==> src/rtl/trap_alu_pkg.sv <==
package trap_alu_pkg;
    localparam int unsigned OP_W = 3;

    typedef enum logic [OP_W-1:0] {
        OP_ADD_T  = 3'd0,
        OP_SUB_T  = 3'd1,
        OP_ADD_W  = 3'd2,
        OP_SUB_W  = 3'd3,
        OP_LT_S   = 3'd4,
        OP_LT_U   = 3'd5,
        OP_SHR_L  = 3'd6,
        OP_SHR_A  = 3'd7
    } alu_op_e;

    typedef enum logic [1:0] {
        ST_IDLE = 2'd0,
        ST_DONE = 2'd1,
        ST_TRAP = 2'd2
    } out_state_e;
endpackage

==> src/rtl/trap_alu_addsub.sv <==
module trap_alu_addsub #(
    parameter int unsigned W = 32
) (
    input  logic [W-1:0] a_i,
    input  logic [W-1:0] b_i,
    input  logic         sub_i,
    output logic [W-1:0] sum_o,
    output logic         sovf_o
);
    logic [W-1:0] b_eff;

    always_comb begin
        b_eff  = sub_i ? ~b_i : b_i;
        sum_o  = a_i + b_eff + {{(W-1){1'b0}}, sub_i};
        sovf_o = (a_i[W-1] == b_eff[W-1]) && (sum_o[W-1] != a_i[W-1]);
    end

    // Overflow may only appear for like signs (add) or unlike signs (sub)
    always_comb begin
        if (sovf_o && !sub_i)
            assert_add_like_signs_R2: assert (a_i[W-1] == b_i[W-1]);
        if (sovf_o && sub_i)
            assert_sub_unlike_signs_R3: assert (a_i[W-1] != b_i[W-1]);
    end
endmodule

==> src/rtl/trap_alu_cmp.sv <==
module trap_alu_cmp #(
    parameter int unsigned W = 32
) (
    input  logic [W-1:0] a_i,
    input  logic [W-1:0] b_i,
    output logic         lt_s_o,
    output logic         lt_u_o
);
    logic sign_mix;

    always_comb begin
        lt_u_o   = (a_i < b_i);
        sign_mix = a_i[W-1] ^ b_i[W-1];
        lt_s_o   = sign_mix ? a_i[W-1] : lt_u_o;
    end

    always_comb begin
        if (a_i == b_i)
            assert_equal_not_less_R5: assert (!lt_s_o && !lt_u_o);
    end
endmodule

==> src/rtl/trap_alu_shift.sv <==
module trap_alu_shift #(
    parameter int unsigned W   = 32,
    parameter int unsigned SHW = $clog2(W)
) (
    input  logic [W-1:0]   a_i,
    input  logic [SHW-1:0] amt_i,
    input  logic           arith_i,
    output logic [W-1:0]   y_o
);
    logic           fill;
    logic [W-1:0]   stg [0:SHW];

    assign fill   = arith_i & a_i[W-1];
    assign stg[0] = a_i;

    for (genvar i = 0; i < SHW; i++) begin : g_stage
        localparam int unsigned SH = 1 << i;
        assign stg[i+1] = amt_i[i] ? {{SH{fill}}, stg[i][W-1:SH]} : stg[i];
    end

    assign y_o = stg[SHW];

    always_comb begin
        if (amt_i == '0)
            assert_zero_shift_identity_R7: assert (y_o == a_i);
    end
endmodule

==> src/rtl/trap_alu.sv <==
module trap_alu
    import trap_alu_pkg::*;
#(
    parameter int unsigned W = 32
) (
    input  logic          clk_i,
    input  logic          rst_ni,
    input  logic          valid_i,
    input  logic [2:0]    op_i,
    input  logic [W-1:0]  opa_i,
    input  logic [W-1:0]  opb_i,
    output logic [W-1:0]  result_o,
    output logic          res_valid_o,
    output logic          ovf_o
);
    localparam int unsigned SHW = $clog2(W);

    alu_op_e      op_e;
    logic         use_sub;
    logic [W-1:0] sum;
    logic         sovf;
    logic         lt_s, lt_u;
    logic [W-1:0] shr;
    logic [W-1:0] res_d;
    logic         trap_d;
    logic [W-1:0] res_q;
    out_state_e   state_q, state_d;

    assign op_e    = alu_op_e'(op_i);
    assign use_sub = (op_e == OP_SUB_T) || (op_e == OP_SUB_W);

    trap_alu_addsub #(.W(W)) u_addsub (
        .a_i   (opa_i),
        .b_i   (opb_i),
        .sub_i (use_sub),
        .sum_o (sum),
        .sovf_o(sovf)
    );

    trap_alu_cmp #(.W(W)) u_cmp (
        .a_i   (opa_i),
        .b_i   (opb_i),
        .lt_s_o(lt_s),
        .lt_u_o(lt_u)
    );

    trap_alu_shift #(.W(W), .SHW(SHW)) u_shift (
        .a_i    (opa_i),
        .amt_i  (opb_i[SHW-1:0]),
        .arith_i(op_e == OP_SHR_A),
        .y_o    (shr)
    );

    // Result select and exception decision
    always_comb begin
        res_d  = '0;
        trap_d = 1'b0;
        unique case (op_e)
            OP_ADD_T, OP_SUB_T: begin
                res_d  = sum;
                trap_d = sovf;
            end
            OP_ADD_W, OP_SUB_W: res_d = sum;
            OP_LT_S:            res_d = {{(W-1){1'b0}}, lt_s};
            OP_LT_U:            res_d = {{(W-1){1'b0}}, lt_u};
            OP_SHR_L, OP_SHR_A: res_d = shr;
            default:            res_d = '0;
        endcase
    end

    // Next-state logic
    always_comb begin
        state_d = ST_IDLE;
        unique case (state_q)
            ST_IDLE, ST_DONE, ST_TRAP: begin
                if (valid_i) state_d = trap_d ? ST_TRAP : ST_DONE;
                else         state_d = ST_IDLE;
            end
            default: state_d = ST_IDLE;
        endcase
    end

    // State register
    always_ff @(posedge clk_i) begin
        if (!rst_ni) state_q <= ST_IDLE;
        else         state_q <= state_d;
    end

    // Result register
    always_ff @(posedge clk_i) begin
        if (!rst_ni)      res_q <= '0;
        else if (valid_i) res_q <= res_d;
    end

    // Outputs from state
    always_comb begin
        res_valid_o = (state_q == ST_DONE);
        ovf_o       = (state_q == ST_TRAP);
        result_o    = res_q;
    end

    assert_trap_kills_valid_R11: assert property (@(posedge clk_i) disable iff (!rst_ni)
        !(res_valid_o && ovf_o));

    assert_idle_drops_flags_R9: assert property (@(posedge clk_i) disable iff (!rst_ni)
        !valid_i |=> (!res_valid_o && !ovf_o));

    assert_idle_holds_result_R9: assert property (@(posedge clk_i) disable iff (!rst_ni)
        !valid_i |=> $stable(result_o));

    assert_wrap_never_traps_R4: assert property (@(posedge clk_i) disable iff (!rst_ni)
        (valid_i && op_i[2:1] != 2'b00) |=> !ovf_o);

    assert_compare_single_bit_R5: assert property (@(posedge clk_i) disable iff (!rst_ni)
        (valid_i && op_i[2:1] == 2'b10) |=> (result_o[W-1:1] == '0));

    assert_wrap_add_value_R4: assert property (@(posedge clk_i) disable iff (!rst_ni)
        (valid_i && op_i == 3'd2) |=> (result_o == $past(opa_i + opb_i)));
endmodule

==> config.mk <==
export PLATFORM = sky130hd
export DESIGN_NAME = trap_alu
export DESIGN_NICKNAME = d
export VERILOG_FILES = /design/src/rtl/trap_alu_pkg.sv /design/src/rtl/trap_alu_addsub.sv /design/src/rtl/trap_alu_cmp.sv /design/src/rtl/trap_alu_shift.sv /design/src/rtl/trap_alu.sv
export SDC_FILE = /design/constraint.sdc
export NUM_CORES = 1
export LEC_CHECK = 0
export CAP_MARGIN = 0
export CORE_MARGIN = 3
export CORE_UTILIZATION = 56
export DETAILED_ROUTE_END_ITERATION = 8
export PLACE_DENSITY = 0.85
export SETUP_SLACK_MARGIN = 0.5
export SLEW_MARGIN = 20
export SYNTH_ARGS = -nofsm -noshare
export SYNTH_HDL_FRONTEND = slang
export SYNTH_SLANG_ARGS = --single-unit
==> constraint.sdc <==
create_clock -name clk_i -period 5.86 [get_ports clk_i]
set_clock_uncertainty 0.2 [all_clocks]
set_input_delay 1.172 -clock clk_i [delete_from_list [all_inputs] [get_ports clk_i]]
set_output_delay 1.172 -clock clk_i [all_outputs]
set_load 0.01 [all_outputs]
* Word-level counts from Yosys, hierarchy flattened
Index checks and enable logic that the tools add are counted.
Storage, ports and cells: bits of input ports 70, output and inout bits 34, logic and storage cells 38, flip-flop bits (word level) 34
Operators by class: bitwise logic cells 3, muxes and demuxes 10, $add $sub $neg 2, equal/unequal tests 11, $lt $le $gt $ge 1, reduce and logical (&&, ||, !) cells 9
Operators by type and width (count):
- 32-bit 2-to-1 mux | 6
- 32-bit one-hot mux with 4 select lines | 1
- 32-bit by 1-bit adder with 32-bit output | 1
- 32-bit adder | 1
- 32-bit less-than comparator | 1
- 32-bit NOT | 1
- 3-bit equality test (second input constant) | 4
- 3-bit by 2-bit equality test with 1-bit output (second input constant) | 2
- 2-bit OR reduction | 2
- 4-bit OR reduction | 1
- 3-bit by 1-bit equality test with 1-bit output (second input constant) | 1
- 3-bit zero test | 1
- 3-bit AND reduction | 1
- 3-bit OR reduction | 1
- 2-bit by 1-bit equality test with 1-bit output (second input constant) | 1
- 2-bit equality test (second input constant) | 1
- 2-bit zero test | 1
- 1-bit 2-to-1 mux | 2
- 2-bit 2-to-1 mux | 1
- 1-bit bitwise AND | 1
- 1-bit equality test | 1
- 1-bit logical AND | 1
- 1-bit logical OR | 1
- 1-bit inequality test | 1
- 1-bit bitwise XOR | 1

* Logic depth before layout (Yosys ltp)
Gate-level depths: netlist of the first run.
depth in word-level cells 9, mapped depth 14, gate-level depth less buffers 11

* Cells and area by module
From an unflattened synthesis of the first run, not the netlist that was laid out.
Unflattened totals: cells, all modules 853, area, all modules 6979.2 µm²
Modules (own cells, without submodules):
- trap_alu_shift | area an instance 2267.2 µm², seq. area each 0.0 µm², cells each 242, instances 1
- trap_alu_addsub | area an instance 2090.8 µm², seq. area each 0.0 µm², cells each 299, instances 1
- trap_alu | area an instance 1814.2 µm², seq. area each 680.7 µm², cells each 195, instances 1
- trap_alu_cmp | area an instance 807.0 µm², seq. area each 0.0 µm², cells each 117, instances 1

* Least setup slack after synthesis of the first run
No wires, ideal clock.
kind input port to flip-flop, start in op_i[2], end reg res_q[22], in the netlist result_o[22], setup time 126 ps, path slack 991 ps, buffers on the path 2, arrival 4543 ps, cell stages on the path 13, data required time 5534 ps, path through clkbuf_1 > clkinv_1 > nand2_1 > buf_1 > xnor2_1 > fa_1 > a21oi_1 > o221ai_1 > a32oi_1 > a21oi_1 > or4b_2 > nand4_1 > o211ai_1
Between the ends: longest elaborated chain between the ends 7, elaborated cells on any way between the ends 20, classes of those cells add/sub: 2; eq/ne: 7; mux: 6; bitwise: 1; reduce/logical: 4
Ends and longest elaborated chain:
- start, declared | line trap_alu.sv:9 | input logic [2:0] op_i,
- parallel branches: the longest is 6 deep, another holds 32-bit adder
- 32-bit one-hot mux with 4 select lines * | line trap_alu.sv:58 | unique case (op_e)
- end signal, assigned | line trap_alu.sv:92 | else if (valid_i) res_q <= res_d;
- end, declared | line trap_alu.sv:26 | logic [W-1:0] res_q;
Every way passes the cells marked *. A chain may end at the register's enable or synchronous reset.

* Final worst setup path of the first run
start in op_i[0], end reg res_q[22], in the netlist result_o[22]
The elaborated chain is that of the path after synthesis.

==> out/summary.md, run 1 <==
The flow ran to the end, and the final reports show no timing, DRC or antenna violations. The final critical delay including setup and external delays came out at 5.106 ns. Path category of the worst min-delay check: flip-flop to flip-flop. In this run the critical register-to-register path is captured at result_o[30]. The sort of element at the end of the critical path is a flip-flop. The number of setup buffers added after CTS was 0; the core box area was 0.01094 sq mm.

The synthesized design spends more area on one cell type than any other, namely mux4_2. The floorplan step set the die height to 112.2 um. Setup repair after global routing left no endpoint under its margin. STA puts the critical path data arrival time at 5.06 ns. The via count of the first global-routing pass is 6,475. The logs give 6 for the total iterations of the first detailed-routing run and 918 for the count of fill cells added during filler insertion. The logs give 1.055 for the final RePlAce weighted congestion and 680.7 sq um for the area taken by flip-flops and latches.

The tools report the sort of element at the start of the critical path as a primary input. For the final number of hold-violating endpoints, the log shows 0. The cell depth of the worst flop-to-flop path was 4. The tools report the cell area after layout as 0.007522 sq mm.

Once the clock tree was built, the resizer swapped 0 gates to a different size. The initialized floorplan defines 38 standard-cell rows. The endpoint required time on the critical path is 5.82 ns. The logs give 0 for the number of DRC violations after detailed routing and 34 for the number of sinks driven by the clock tree. After synthesis, the cell types taking the most area are mux4_2 14%, ha_1 12%, dfxtp_1 11%. The total count of max-transition violations in the final report is 0. Input and output buffers added on the ports amount to 103.

The worst-case setup slack after placement is 0.5522 ns, and the share of the synthesized area in the top cell type is 13.56%. The run gives 4.41 ns as the internal reg-to-reg setup slack. Dividing the final minimum period by the clock period gives 87.13%.

In this run the critical register-to-register path is launched from result_o[30]. The via count normalized by instance count came out at 6.837. The post-synth design cell area is 0.006311 sq mm. The number of hold buffers added after CTS was 0. The first-iteration detailed-routing DRC count is 747, and the number of H-tree levels is 2. For the maximum achievable frequency, the log shows 195.9 MHz.

The number of clock buffers added by TritonCTS is 5. For this run, the number of Yosys warnings is 0. After legalization and detailed placement, the total HPWL measured 18.06 mm.

The initial cell density of the core was 57.71%. Setup slack on the critical path of the routed design comes to 0.7541 ns. Counting along the longest clock path gives a buffer depth of 2. Startpoint of the lowest-slack hold path: result_o[9]. The initial antenna violation count came out at 0. The most numerous cell type found on the critical path is a21oi_1. The worst hold path cell count was 2. The commonest cells after synthesis are 63 x a21oi_1, 63 x ha_1, 63 x o21ai_0, 55 x nand2_1, 54 x nor2_1. The tool flagged a number of max-cap violations equal to 0. Traced cell by cell, the critical path runs through clkdlybuf4s50_1, nand2_1, buf_4, xnor2_1, ha_1, a21oi_1, o221ai_1, a32oi_1, a21oi_1, or4b_2, nand4_1, o211ai_1.

For this run, asynchronously set or reset flops after synthesis account for 0%. The global-route total usage across every layer is 35.44%, and the sequential cell area fraction in the yosys report is 10.79%. TritonCTS built the clock tree.

Root buffer selected by CTS: clkbuf_16. The total overflow left after global routing is 0. For hold timing, the worst endpoint is result_o[9]. The analysis attributes to cell leakage a power of 3.144 nW.

The first global-routing pass estimated 35.74 mm of wire. The synthesis-to-finish area growth is 19.19%, and the power density of the placed cells is 178.2 mW/mm^2. Among all stages on the critical path, the largest delay is contributed by or4b_2. Cells with a size suffix above 1 make up 9.573% of the layout.

Final worst hold slack: 0.2964 ns. The accumulated negative setup slack was 0 ns; the average size of a mapped cell was 7.919 sq um. Entering global routing, the biggest net connects 68 pins. The critical path starts at op_i[0]. Average wire per standard cell: 22.55 um.

The count of nets after finishing came out at 1,000. The final layout contains routed wiring with a total length of 22.71 mm. The width of the die is 112.2 um.

The netlist uses 69 different library cells. Largest fanout on the critical path: 29. The biggest cell delay along the critical path came out at 0.68 ns. Across all layers, the routed design uses 6,885 vias. The most frequently used flop master after synthesis is dfxtp_1. In this run the tightest slew margin relative to its limit is 29.33%. 104 I/O pins were placed.

The peak supply drop was 0.2096 mV; the latest clock arrival within the worst-skew pair was 0.28 ns. Counting flops with a built-in enable in the synthesized netlist gives 0. The placed instances occupy a cell area of 0.007375 sq mm.

The class of the most critical setup path was primary input to flip-flop. The tools report the final antenna-violating net count as 0. Number of antenna diodes: 0. When the netlist entered floorplanning its net count stood at 931. The die covers 0.01258 sq mm. For the pin with the worst max-slew slack, the measured transition is 1.060 ns.

The instance count of the mapped netlist is 797. Area of the multi-input gates: 0.005229 sq mm. Clock transition at the registers of the reported paths: 0.05 ns.

The synthesized design contains 34 register bits. The tools report the count of endpoints failing setup in the final report as 0.
[worst max path at each step]
stage               slack, ns           end  cells after the start
finish                   0.75  result_o[22]                     12
global route             0.56  result_o[22]                     12
CTS                      0.84  result_o[22]                     12
detailed placement       0.55  result_o[22]                     12
global placement         0.69  result_o[22]                     12
floorplan                0.99  result_o[22]                     13
[routing by layer]
layer	routed length [um]	share of wire, %	global-route usage [%]
met1	9666	43	52.92
met2	9851	43	53.16
met3	2507	11	5.067
met4	681	3.0	10.58
met5	0	0	0
[cells by family after synthesis]
group	after synthesis	synth area share, %
buffers and inverters	103	6.364
flip-flops	34	10.79
adder cells (fa/ha/maj)	64	12.81
multiplexers	74	19.39
AO/OA/AOI/OAI	263	27.60
AND/OR/NAND/NOR	217	17.23
XOR/XNOR	42	5.829
[critical path, delay by kind of cell]
family,cells,cell delay [ns]
AND/OR/NAND/NOR,3,1.02
buffers and inverters,2,1.08
XOR/XNOR,1,0.18
adder cells (fa/ha/maj),1,0.29
AO/OA/AOI/OAI,5,1.31
[state kept, by name, summed over array words and instances (netlist names)]
name	cells
state_q	2
result_o	32
[layout make-up]
type / count / share of cell area (%)
Tap cell: 140 / 2.329
Timing Repair Buffer: 114 / 14.60
Clock buffer: 7 / 1.896
Multi-Input combinational cell: 660 / 69.51
Clock inverter: 1 / 0.06653
Sequential cell: 34 / 9.049
Inverter: 51 / 2.545
[layout by cell type (no fill, tap or decap), types with 6 or more instances in the layout]
cell	n
and3_1	13
mux2_2	6
dfxtp_1	34
nand3_1	17
xnor2_1	37
clkdlybuf4s50_1	100
nand4_1	12
inv_1	49
a211oi_1	15
o21a_1	12
o211ai_1	7
o21ai_0	63
or3_1	8
or2_2	6
nor3_1	17
mux2i_1	30
a21o_1	29
nand2_1	55
nor2_1	54
mux4_2	38
a31oi_1	12
o31ai_1	6
ha_1	63
buf_4	11
a22oi_1	6
nor4_1	6
a21oi_1	63
[report_power, final]
| part | leakage (nW) | internal, mW | switching, mW | total [mW] |
|---|---|---|---|---|
| clock | 0.0739 | 0.168 | 0.0988 | 0.267 |
| sequential | 0.281 | 0.254 | 0.0116 | 0.266 |
| combinational | 2.79 | 0.353 | 0.454 | 0.808 |
| total | 3.14 | 0.776 | 0.565 | 1.34 |
[metrics by stage]
step / cells / total power [mW] / utilization, %
after detailed placement: 999 / 1.049 / 67.44
after CTS: 1007 / 1.316 / 68.79
final: 1007 / 1.341 / 68.79
after floorplan: 797 / 0.7859 / -
after global routing: 1007 / 1.413 / 68.79
after global placement: 999 / 1.031 / 67.44
Power figures use the tool's default switching activity.
==> run 2, diff against run 1 <==
--- a/config.mk
+++ b/config.mk
@@ -5,10 +5,10 @@
 export SDC_FILE = /design/constraint.sdc
 export NUM_CORES = 1
 export LEC_CHECK = 0
-export CAP_MARGIN = 0
 export CORE_MARGIN = 3
 export CORE_UTILIZATION = 56
 export DETAILED_ROUTE_END_ITERATION = 8
+export HOLD_SLACK_MARGIN = 0.05
 export PLACE_DENSITY = 0.85
 export SETUP_SLACK_MARGIN = 0.5
 export SLEW_MARGIN = 20
==> constraint.sdc (replaced) <==
create_clock -name clk_i -period 5.15 [get_ports clk_i]
set_clock_uncertainty 0.2 [all_clocks]
set_input_delay 1.03 -clock clk_i [delete_from_list [all_inputs] [get_ports clk_i]]
set_output_delay 1.03 -clock clk_i [all_outputs]
set_load 0.01 [all_outputs]
==> run 2 against run 1 <==
Routed wire length shrank 0.12%. Final cell count up 0.50%. Global-route usage is 0.36 points lower. Hold slack gained 0.0017 ns. Final area is 0.57% higher. Critical path type unchanged. Critical endpoint is now result_o[24]. Largest cell class unchanged.
==> out/summary.md, run 2 (synthesis gave the netlist of run 1 again) <==
The tools report the number of buffers created by CTS as 5 (unchanged). The area of the die is 0.01258 sq mm (unchanged), and the peak supply drop is 0.3438 mV (+64%). The via count normalized by instance count is 6.747 (-1.3%). The signal on the critical path passes through clkdlybuf4s50_1, clkinv_1, nand2_1, buf_4, xnor2_1, ha_1, nand3_1, o221ai_1, a32oi_1, buf_4, and4_1, or3_1, a311o_1. The count of endpoints failing setup in the final report is 0 (unchanged). The tightest min-delay check is of the flip-flop to flip-flop type. The number of cell rows is 38 (unchanged). The ratio of cells with drive above 1 in the final layout works out to 10.21% (+0.63 points). The final antenna-violating net count is 0 (unchanged), and the number of top-level design ports is 104 (unchanged). The tools report the latest clock arrival within the worst-skew pair as 0.28 ns (about the same). The remaining max-slew budget at the tightest pin was 29.34% (about the same); the pin slew with the least headroom to its limit was 1.060 ns (-0.0001240 ns). For the via count of the first global-routing pass, the log shows 6,477 (+0.031%). The run gives 0 (unchanged) as the overall overflow remaining after global route. TritonCTS built the clock tree.

The total count of max-transition violations in the final report is 0 (unchanged), and the initial cell density of the core is 57.71% (unchanged). The final critical delay including setup and external delays works out to 4.477 ns. The count of nets after finishing is 1,005 (+0.50%). The tools report the number of DRC violations after detailed routing as 0 (unchanged). For the number of max-cap violations, the log shows 0 (unchanged). The flip-flop count of the largest register after layout is 32 (unchanged), and the maximum achievable frequency is 223.4 MHz. The tree is rooted in a clkbuf_16. Setup repair after global routing left no endpoint under its margin. The estimated wirelength of the detail-placed design was 18.27 mm (+1.1%); the first-iteration detailed-routing DRC count was 686 (-8.2%). The biggest cell delay along the critical path is 0.51 ns (-0.17 ns). The global-route total usage across every layer was 35.08% (-0.36 points); the clock transition at the registers of the reported paths was 0.05 ns (about the same). The most frequent cell on the critical path was buf_4.

The leakage power total was 3.168 nW (+0.74%). The initial antenna violation count was 1 (+1). Compared with the post-synthesis result, the final layout area differs by 19.87%. The width of the die works out to 112.2 um (unchanged). Cell with the largest stage delay on the worst path: clkdlybuf4s50_1. The final number of hold-violating endpoints came out at 0 (unchanged).

The flow ran to the end, and the final reports show no timing, DRC or antenna violations. The internal reg-to-reg setup slack is 3.74 ns (-0.67 ns), and the power density of the placed cells is 201.9 mW/mm^2 (+13%). For the maximum count of clock buffers along a single path, the log shows 2 (unchanged). Leaving out fill and tap cells, the most frequent cells in the layout are 100 x clkdlybuf4s50_1, 63 x o21ai_0, 63 x a21oi_1, 63 x ha_1, 55 x nand2_1.

The total iterations of the first detailed-routing run is 5 (-1), and the number of antenna diodes is 0 (unchanged). The run gives 1.070 (+1.4%) as the final RePlAce weighted congestion. The number of setup buffers added after CTS is 0 (unchanged). The endpoint required time on the critical path came out at 5.12 ns (-0.70 ns). The most common library cell in the layout ignoring fill and taps was clkdlybuf4s50_1. The count of input and output buffers was 103 (unchanged). STA classifies the critical path startpoint as a primary input. The largest fanout on the critical path came out at 20 (-31%). Critical path arrival: 4.45 ns (-0.61 ns). Broken down by cell family, the worst path's largest delay share belongs to buffers and inverters.

The via count of the routed design is 6,828 (-0.83%), and the buffering stage count on the worst path with inverters included is 4 (+2). The critical path in this run is classified as primary input to flip-flop. Number of H-tree levels: 2 (unchanged). The accumulated negative setup slack was 0 ns (unchanged); the wire length of the first global-routing pass was 35.46 mm (-0.79%).

The run gives 0.01094 sq mm (unchanged) as the core box area. The tools report the sort of element at the end of the critical path as a flip-flop. For the overall routed net length, the log shows 22.68 mm (-0.12%).

The total power was 1.527 mW (+14%); the y dimension of the die was 112.2 um (unchanged). The average wire per standard cell was 22.41 um (-0.61%); the post-route clock period utilization was 86.93%. For the maximum number of pins on one net before global-route repair, the log shows 68 (unchanged). For the number of sinks driven by the clock tree, the log shows 34 (unchanged).
## run 2: final timing paths
| path | from | endpoint | cells past startpoint |
|---|---|---|---|
| min reg2reg | result_o[9] | result_o[9] | 2 |
| min | result_o[9] | result_o[9] | 2 |
| max | op_i[2] | result_o[24] | 13 |
| max reg2reg | result_o[29] | result_o[29] | 4 |
## run 2: routing by layer
metal  global-route usage (%)  part of all wire (%)
met5                        0                 0.049
met4                    6.971                   1.9
met3                    7.439                    12
met2                    54.55                    44
met1                    50.73                    42
## run 2: repair_timing
item | 4_1_cts | 5_1_grt
hold buffers | 0 | 0
endpoints found under the setup margin | 0 | 1
resized for setup | 0 | 1
## run 2: area by class of cell
cell class              count  area (sq um)
well taps                 140         175.2
flip-flops and latches     34         680.7
clock buffers               7         142.6
clock inverters             1         5.005
multi-input cells         660          5234
inverters                  51         191.4
repair buffers            119          1136
fillers                   951          3371
## run 2: power breakdown
part	internal, mW	total [mW]	switching (mW)
logic	0.407	0.922	0.515
clock network	0.192	0.302	0.111
registers	0.289	0.302	0.0134
## run 2: per-stage QoR
| step | setup WS, ns | utilization (%) | instances | hold slack (ns) | instance area (sq um) |
|---|---|---|---|---|---|
| after CTS | 0.7539 | 69.13 | 1012 | 0.2972 | 7560 |
| after detailed placement | 0.4762 | 67.78 | 1004 | 0.2904 | 7412 |
| after global placement | 0.5313 | 67.78 | 1004 | 0.2771 | 7412 |
| final | 0.6729 | 69.18 | 1012 | 0.2981 | 7565 |
| after floorplan | 0.6561 | - | 797 | 0.3030 | 6312 |
| after global routing | 0.5230 | 69.18 | 1012 | 0.3193 | 7565 |
## run 2: worst register-to-register path, delay by kind of cell (launching register included)
family / cells / cell delay [ns]
flip-flops: 1 / 0.30
AND/OR/NAND/NOR: 1 / 0.16
AO/OA/AOI/OAI: 3 / 0.63
==> run 3, diff against run 2 <==
--- a/config.mk
+++ b/config.mk
@@ -9,7 +9,7 @@
 export CORE_UTILIZATION = 56
 export DETAILED_ROUTE_END_ITERATION = 8
 export HOLD_SLACK_MARGIN = 0.05
-export PLACE_DENSITY = 0.85
+export PLACE_DENSITY_LB_ADDON = 0.05
 export SETUP_SLACK_MARGIN = 0.5
 export SLEW_MARGIN = 20
 export SYNTH_ARGS = -nofsm -noshare
==> run 3 against run 2 <==
Critical path depth down 1. Final area is essentially flat. Sequential power is essentially flat. Routed wire length is 2.5% higher. Hold slack got worse by 0.0091 ns.
==> out/summary.md, run 3 (synthesis gave the netlist of run 1 again) <==
The latest clock arrival within the worst-skew pair came out at 0.27 ns (about the same). The run gives 0 (unchanged) as the number of max-cap violations. The ratio of cells with drive above 1 in the final layout is 10.55% (+0.34 points), and the area of the die is 0.01258 sq mm (unchanged). The logs give 0 (unchanged) for the number of DRC violations after detailed routing and 6,585 (+1.7%) for the via count of the first global-routing pass. For the first-iteration detailed-routing DRC count, the log shows 1,044 (+52%). The initial antenna violation count is 1 (unchanged). Core box area: 0.01094 sq mm (unchanged). For the leakage power total, the log shows 3.169 nW (about the same).

Number of buffers created by CTS: 5 (unchanged). Among all stages on the critical path, the largest delay is contributed by or4b_2. The setup path with the least slack is of type primary input to flip-flop. The tools report the estimated wirelength of the detail-placed design as 18.44 mm (+0.96%).

The tools report the wire length of the first global-routing pass as 36.33 mm (+2.5%). The power density of the placed cells is 200.7 mW/mm^2 (-0.56%), and the maximum number of pins on one net before global-route repair is 42 (-38%). For the count of fill cells added during filler insertion, the log shows 901 (-5.3%).

For the area of the multi-input gates, the log shows 0.005241 sq mm (+0.14%). The most common library cell in the layout ignoring fill and taps was clkdlybuf4s50_1. Launch instance of the worst register-to-register path: result_o[27].

The endpoint required time on the critical path was 5.10 ns (-0.02 ns); the overall overflow remaining after global route was 0 (unchanged). The flow ran to the end, and the final reports show no timing, DRC or antenna violations. Sort of element at the start of the critical path: a primary input. Sort of element at the end of the critical path: a flip-flop.

TritonCTS built the clock tree. Number of H-tree levels: 2 (unchanged). The peak supply drop is 0.2228 mV (-35%), and the flip-flop count of the largest register after layout is 32 (unchanged). The run gives 680.7 sq um (unchanged) as the area taken by flip-flops and latches. The number of cell rows was 38 (unchanged). The root buffer selected by CTS is clkbuf_16. The run gives 4.43 ns (-0.02 ns) as the critical path arrival. In the layout the commonest cells are 100 x clkdlybuf4s50_1, 63 x o21ai_0, 63 x a21oi_1.

The final RePlAce weighted congestion is 1.012 (-5.4%), and the number of setup buffers added after CTS is 0 (unchanged). For the count of nets after finishing, the log shows 1,006 (+0.10%). The tools report the startpoint of the lowest-slack hold path as result_o[9]. The cell that appears most often on the critical path is a21oi_1. The clock transition at the registers of the reported paths is 0.06 ns (about the same). The tightest min-delay check is of the flip-flop to flip-flop type. Post-route clock period utilization: 87.07% (+0.14 points). The largest fanout on the critical path came out at 12 (-40%). The tools report the total iterations of the first detailed-routing run as 7 (+2). The via count of the routed design is 7,042 (+3.1%), and the width of the die is 112.2 um (unchanged).

The post-cts hold buffer count came out at 0 (unchanged). The tools report the overall routed net length as 23.26 mm (+2.5%). The pin slew with the least headroom to its limit is 0.8952 ns (-0.1648 ns). The count of instances resized after the clock tree is built was 0 (unchanged). The number of sinks driven by the clock tree came out at 34 (unchanged).

The run gives 0 (unchanged) as the count of endpoints failing setup in the final report. Setup repair after global routing could not meet its margin everywhere. The global-route total usage across every layer is 36.17% (+1.1 points). The critical path starts at op_i[0]. The tools report the remaining max-slew budget at the tightest pin as 40.14% (+11 points). The accumulated negative setup slack was 0 ns (unchanged); the final number of hold-violating endpoints was 0 (unchanged).

The number of top-level design ports was 104 (unchanged); the biggest cell delay along the critical path was 0.65 ns (+0.14 ns). The total count of max-transition violations in the final report is 0 (unchanged), and the count of input and output buffers is 103 (unchanged). Y dimension of the die: 112.2 um (unchanged). The maximum achievable frequency was 223.0 MHz (-0.16%); the average wire per standard cell was 22.96 um (+2.4%). The via count normalized by instance count was 6.952 (+3.0%).

For the initial cell density of the core, the log shows 57.71% (unchanged). The critical path goes through clkdlybuf4s50_1, nand2_1, buf_4, xnor2_1, ha_1, a21oi_1, o221ai_1, a32oi_2, a21oi_1, or4b_2, nand4_1, o211ai_1. The tools report the final antenna-violating net count as 0 (unchanged). The synthesis-to-finish area growth is 19.94% (about the same).

The final critical delay including setup and external delays works out to 4.484 ns (+0.007241 ns). The maximum count of clock buffers along a single path is 2 (unchanged). The tools report the final worst hold slack as 0.2890 ns (-0.009105 ns).
## run 3: layout make-up
cell class,count,share of cell area (%)
flip-flops and latches,34,8.992
repair buffers,120,15.11
multi-input cells,660,69.24
diodes,1,0.03306
inverters,51,2.529
well taps,140,2.314
clock buffers,5,1.653
clock inverters,2,0.1322
## run 3: report_power, final
group          internal, mW  switching [mW]
Combinational         0.409           0.524
Sequential            0.289          0.0130
Clock                 0.174           0.111
Total                 0.872           0.647
## run 3: worst paths after layout
check | depth (start not counted) | slack (ns) | end
hold reg to reg | 2 | 0.29 | result_o[9]
hold / removal | 2 | 0.29 | result_o[9]
setup / recovery | 12 | 0.67 | result_o[22]
setup reg to reg | 4 | 3.69 | result_o[27]
## run 3: critical path, delay by kind of cell
| family | cells | cell delay, ns |
|---|---|---|
| AO/OA/AOI/OAI | 5 | 1.20 |
| AND/OR/NAND/NOR | 3 | 0.90 |
| buffers and inverters | 2 | 0.85 |
| adder cells (fa/ha/maj) | 1 | 0.32 |
| XOR/XNOR | 1 | 0.14 |
## run 3: layer usage
layer | track usage [%] | wire length, um | up-vias
met5 | 0 | 0 | -
met4 | 6.490 | 469 | 0
met3 | 9.650 | 3208 | 48
met2 | 56.81 | 10240 | 499
met1 | 50.90 | 9344 | 3311
li1 | - | - | 3184
## run 3: per-stage QoR
stage / util (%) / cells / power (mW) / setup WS, ns / area (sq um)
3_5_place_dp: 67.85 / 1005 / 1.202 / 0.3735 / 7420
3_3_place_gp: 67.85 / 1005 / 1.180 / 0.4206 / 7420
5_1_grt: 69.20 / 1012 / 1.600 / 0.4699 / 7567
4_1_cts: 69.08 / 1012 / 1.485 / 0.6181 / 7555
2_1_floorplan: - / 797 / 0.8944 / 0.6561 / 6312
6_report: 69.22 / 1013 / 1.519 / 0.6657 / 7570
